==> src/rtl/burst_col_seq.sv <==
module burst_col_seq #(
  parameter int COL_W = 10
) (
  input  logic             clk,
  input  logic             rst,
  input  logic             start_i,
  input  logic [COL_W-1:0] start_col_i,
  input  logic [1:0]       blen_i,
  input  logic             ileave_i,
  output logic             busy_o,
  output logic [COL_W-1:0] col_o,
  output logic             valid_o,
  output logic             last_o
);
  localparam int OFF_W = 3;

  logic             active_q;
  logic             ilv_q;
  logic [OFF_W-1:0] cnt_q;
  logic [OFF_W-1:0] soff_q;
  logic [OFF_W-1:0] mask_q;
  logic [COL_W-1:0] base_q;
  logic [OFF_W-1:0] mask_in;
  logic [OFF_W-1:0] off;
  logic             take;

  always_comb begin
    case (blen_i)
      2'b01:   mask_in = 3'b001;
      2'b10:   mask_in = 3'b011;
      2'b11:   mask_in = 3'b111;
      default: mask_in = 3'b000;
    endcase
  end

  assign take = start_i && !active_q && (blen_i != 2'b00);

  always_ff @(posedge clk) begin
    if (rst) begin
      active_q <= 1'b0;
      ilv_q    <= 1'b0;
      cnt_q    <= '0;
      soff_q   <= '0;
      mask_q   <= '0;
      base_q   <= '0;
    end else if (take) begin
      active_q <= 1'b1;
      ilv_q    <= ileave_i;
      cnt_q    <= '0;
      soff_q   <= start_col_i[OFF_W-1:0] & mask_in;
      mask_q   <= mask_in;
      base_q   <= start_col_i;
    end else if (active_q) begin
      if (cnt_q == mask_q) active_q <= 1'b0;
      else                 cnt_q    <= cnt_q + 1'b1;
    end
  end

  assign off     = ilv_q ? (soff_q ^ cnt_q) : ((soff_q + cnt_q) & mask_q);
  assign col_o   = {base_q[COL_W-1:OFF_W], (base_q[OFF_W-1:0] & ~mask_q) | (off & mask_q)};
  assign valid_o = active_q;
  assign busy_o  = active_q;
  assign last_o  = active_q && (cnt_q == mask_q);
endmodule

==> config.mk <==
export PLATFORM = sky130hd
export DESIGN_NAME = burst_col_seq
export DESIGN_NICKNAME = d
export VERILOG_FILES = /design/src/rtl/burst_col_seq.sv
export SDC_FILE = /design/constraint.sdc
export NUM_CORES = 1
export LEC_CHECK = 0
export BUFFER_PORTS_ARGS = -buffer_cell sky130_fd_sc_hd__buf_2
export CORE_MARGIN = 2
export CORE_UTILIZATION = 51
export CTS_BUF_LIST = sky130_fd_sc_hd__clkbuf_4 sky130_fd_sc_hd__clkbuf_8 sky130_fd_sc_hd__clkbuf_16
export CTS_CLUSTER_DIAMETER = 60
export DETAILED_ROUTE_END_ITERATION = 8
export HOLD_SLACK_MARGIN = 0.06
export PLACE_DENSITY = 0.87
export SLEW_MARGIN = 40
export SYNTH_ARGS = -nofsm -noshare
export SYNTH_HDL_FRONTEND = slang
export SYNTH_SLANG_ARGS = --single-unit
==> constraint.sdc <==
create_clock -name clk -period 1.7 [get_ports clk]
set_input_delay 0.255 -clock clk [delete_from_list [all_inputs] [get_ports clk]]
set_output_delay 0.255 -clock clk [all_outputs]
set_load 0.05 [all_outputs]
# Word-level counts from Yosys, hierarchy flattened
# Cells that the tools add are included.
totals:
  regBits: 21
  n_memories: 0
  latch_bits: 0
  in_bits: 16
  wordCells: 32
  output_inout_bits: 13
  ram_bits: 0
  mem_bits_ro: 0
classes:
  add_sub_neg: 2
  n_bitwise: 8
  multipliers: 0
  div: 0
  shift: 0
  n_eq_ne: 4
  n_lt_le_gt_ge: 0
  n_reduce_logical: 7
  n_mux: 5
op_table:
  columns: ["operator", "count"]
  rows:
  - ["bitwise AND 3 bit", 4]
  - ["case mux 3 bit (3 select lines)", 1]
  - ["== test 2 bit, second input constant", 2]
  - ["adder 3 x 1 -> 3 bit, second input constant", 1]
  - ["adder 3 bit", 1]
  - ["== test 3 bit", 1]
  - ["logical AND 1 bit", 3]
  - ["2-to-1 mux 1 bit", 3]
  - ["2-to-1 mux 3 bit", 1]
  - ["NOT 3 bit", 1]
  - ["OR 3 bit", 1]
  - ["bitwise XOR 3 bit", 1]
  - ["== test 2 x 1 -> 1 bit, second input constant", 1]
  - ["AND reduction 2 bit", 1]
  - ["nonzero test 2 bit", 1]
  - ["OR reduction 2 bit", 1]
  - ["logical NOT 1 bit", 1]
  - ["NOT 1 bit", 1]

# Depth between registers and ports, before layout
logic_depth:
  word_depth: 5
  mapped_depth: 6
  depth_no_buf: 6

# Worst setup path before layout
# OpenSTA, ideal clock, no wires.
synth_timing:
  path_kind: "flip-flop to output port"
  start: "register active_q (netlist: busy_o)"
  end: "output last_o"
  path_buffers: 0
  t_arrival_ns: 2.404
  setup_slack_ns: -0.959
  required_time_ns: 1.445
  stages_incl_launch_ff: 2
  path_cell_list: "dfxtp_1 > nor4b_1"
synth_between:
  elab_chain_len: 1
synth_lines:
  columns: ["item", "line_no", "text"]
  rows:
  - ["start, declared", "17", "logic active_q;"]
  - ["start signal, assigned", "40", "active_q <= 1'b0;"]
  - ["start signal, assigned", "47", "active_q <= 1'b1;"]
  - ["start signal, assigned", "54", "if (cnt_q == mask_q) active_q <= 1'b0;"]
  - ["logical AND 1 bit", "63", "assign last_o = active_q && (cnt_q == mask_q);"]
  - ["end, declared", "13", "output logic last_o"]
# No other way between the ends.

# Final worst setup path
layout_timing:
  start: "register soff_q[0]"
  end: "output col_o[1]"
layout_between:
  elab_chain_len: 5
layout_lines:
  columns: ["item", "line_no", "text"]
  rows:
  - ["start, declared", "20", "logic [OFF_W-1:0] soff_q;"]
  - ["start signal, assigned", "50", "soff_q <= start_col_i[OFF_W-1:0] & mask_in;"]
  - ["adder 3 bit", "59", "assign off = ilv_q ? (soff_q ^ cnt_q) : ((soff_q + cnt_q) & mask_q);"]
  - ["bitwise AND 3 bit", "59", null]
  - ["2-to-1 mux 3 bit", "59", null]
  - ["bitwise AND 3 bit", "60", "assign col_o = {base_q[COL_W-1:OFF_W], (base_q[OFF_W-1:0] & ~mask_q) | (off & mask_q)};"]
  - ["OR 3 bit", "60", null]
  - ["end, declared", "11", "output logic [COL_W-1:0] col_o,"]
# No other way between the ends.

==> flow_summary.ini <==
[clocking]
clock-sinks = 21
ctsHoldBuffers = 0
cts-root-buf = clkbuf_4
h-tree-depth = 1
clock_tree_from_tritoncts = built
cts.path.max_buffers = 2
cts.clk_slew.worst_paths_ns = 0.12
clk_latency_ns = 0.31
tritoncts.num_buffers = 3

[worst_setup_path]
reg2reg_setup_slack_ns = -0.03
worst_r2r_startpoint = cnt_q[0]
r2r.worst_path.cells = 7
critical_path_arrival_ns = 1.83
crit_type = flip-flop to output pin
regToRegEndpoint = cnt_q[1]
cp_max_fo = 2
cp-start-kind = flip-flop
critical_path.endpoint_type = output pin
cp.required_ns = 1.44

[layout]
nNetsFinal = 175
leading_cell_type_in_the_layout_fill_and_taps_excluded = buf_2
synthToLayoutAreaGrowth_pct = 26.4
diodes = 0
final_cell_mix = buf_2, a21oi_1, dfxtp_1
share_of_final_layout_standard_cells_stronger_than_drive_strength_1_pct = 39.0

[floorplan]
floorplan.initialDensity_pct = 54.9
die_h_um = 50.4
io-pin-count = 29
dieArea_um2 = 2540
chipWidth_um = 50.4
floorplan.core_area_um2 = 2000
fp-row-count = 16

[global_route]
first_global_vias = 977
grt_util_all_layers_pct = 21.7
grt_pass1_wl_mm = 4.22
number_of_antenna_violations_at_the_first_check_in_global_routing = 0
grt_max_degree = 22
grt.overflow.total = 0

[outcome]
run_status = finished, violations left
failed_checks = setup timing

[yosys]
cell_area_after_synthesis_um2 = 1100
synthesis.area_per_instance_um2 = 8.53
synth_area_leaders = dfxtp_1, a21oi_1, buf_4
yosys_register_bits = 21
syn-num-nets = 149
synthDistinctLibCells = 31
synth_area_leader_cell = dfxtp_1
yosys.area.top_type_share_pct = 38.2
syn_inst = 129
synth_seq_area_share_pct = 38.2
ys_warn_count = 0

[timing]
fin_ws_ns = -0.382
unrepaired_setup_endpoints_after_global_routing = yes
whs_ns = 0.178
tightestPinTransition_ns = 0.510
slew_violations = 0
clock_period_minus_final_worst_setup_slack_ns = 2.08
tns_ns = -0.857
finalSetupViolCount = 4
fin_crit_sh_pct = 122
report.final.hold_viol_count = 0
clock-skew-final_ns = 0.0106
timing.slew.headroom_pct = 66.0
max_freq_mhz = 480

[job]
timing.max_cap.violations = 0

[power_and_ir_drop]
vdd.ir_drop.worst_uv = 564
fin_total_pwr_mw = 1.09
p_per_area_nw_per_um2 = 787
leakage_nw = 0.594

[drt]
residual_antenna_violating_net_count_after_detailed_routing = 0
routed_wirelength_mm = 2.59
vias = 1011
drt_drc_violations_left = 0
detailedRoute.firstPassIterationCount = 3
drt-wirelength-per-cell_um = 14.3
post_drt_via_cell_ratio = 5.59
detail_route.iter0.violations = 11

[placed_design]
dp_hpwl_mm = 1.74
place_ws_ns = -0.0708
port-buffer-count = 28
gp_congestion = 0.851

[hold_path]
worst_hold_path_type = input port to flip-flop
hold_end = base_q[9]
hold_depth = 3
hold_start = start_col_i[9]
[kinds of logic (layout without fill, tap and decap cells)]
family,Yosys count,in the layout,synth area share (%)
AO/OA/AOI/OAI,44,44,23.1
multiplexers,5,5,4.89
XOR/XNOR,5,5,3.98
flip-flops,21,21,38.2
buffers and inverters,22,47,11.3
AND/OR/NAND/NOR,28,28,13.3
adder cells (fa/ha/maj),4,4,5.23
[layer usage]
layer	up-vias	wire, um	global-route usage, %
met4	0	30	2.70
li1	496	-	-
met2	18	1350	39.7
met3	4	96	7.14
met1	493	1110	25.1
met5	-	0	0
[critical path, cell delays in order, from the launching register on]
cell and delay [ns]:
dfxtp_2 0.38, ha_4 0.13, inv_2 0.03, fa_2 0.51, o21ai_1 0.06, mux2_4 0.27, buf_8 0.15
[power breakdown]
part | switching, mW | internal [mW]
sequential | 0.0263 | 0.520
combinational | 0.183 | 0.106
clock | 0.152 | 0.108
[registers in the layout (all words and copies together) (netlist names)]
| register | flops |
|---|---|
| busy_o | 1 |
| base_q | 10 |
| soff_q | 3 |
| mask_q | 3 |
| cnt_q | 3 |
| ilv_q | 1 |
[cell usage after synthesis (all sizes together)]
| library cell | n |
|---|---|
| o311ai | 1 |
| nand2b | 2 |
| nor2b | 1 |
| or2 | 1 |
| a311oi | 1 |
| inv | 5 |
| nor2 | 3 |
| dfxtp | 21 |
| nand4 | 1 |
| nor4b | 1 |
| o21a | 1 |
| o21ai | 17 |
| mux2i | 2 |
| buf | 15 |
| o31ai | 1 |
| o211ai | 3 |
| fa | 1 |
| xor2 | 3 |
| nand2 | 4 |
| ha | 3 |
| clkbuf | 2 |
| nand3 | 13 |
| a211o | 2 |
| xnor2 | 2 |
| or3 | 1 |
| a21oi | 18 |
| and3 | 1 |
| mux2 | 3 |
[stage by stage]
step                      instances  utilization, %  area [um2]
after floorplan                 129               -        1120
after global placement          173            61.8        1240
after detailed placement        173            61.8        1240
after CTS                       177            65.8        1320
after global routing            181            69.4        1390
final                           181            69.4        1390
[worst max path at each step]
stage | from | end | depth (start not counted)
global route | cnt_q[0] | col_o[2] | 7
detailed placement | cnt_q[0] | col_o[2] | 7
CTS | cnt_q[0] | col_o[1] | 6
floorplan | cnt_q[0] | col_o[1] | 5
global placement | cnt_q[0] | col_o[2] | 7
finish | soff_q[0] | col_o[1] | 6
[timing repair]
action | CTS | global route
endpoints found under the setup margin | 3 | 3
buffers inserted | 0 | 4
gates resized for setup | 16 | 8
gates cloned | 0 | 0
pin swaps | 3 | 1
[final cells by class]
cell class                 count  area, um2
timing repair buffer          38        245
sequential                    21        425
fill                         167        612
clock buffer                   4       30.0
tap                           27       33.8
inverter                       5       18.8
multi-input combinational     86        637
Power figures use the tool's default switching activity.
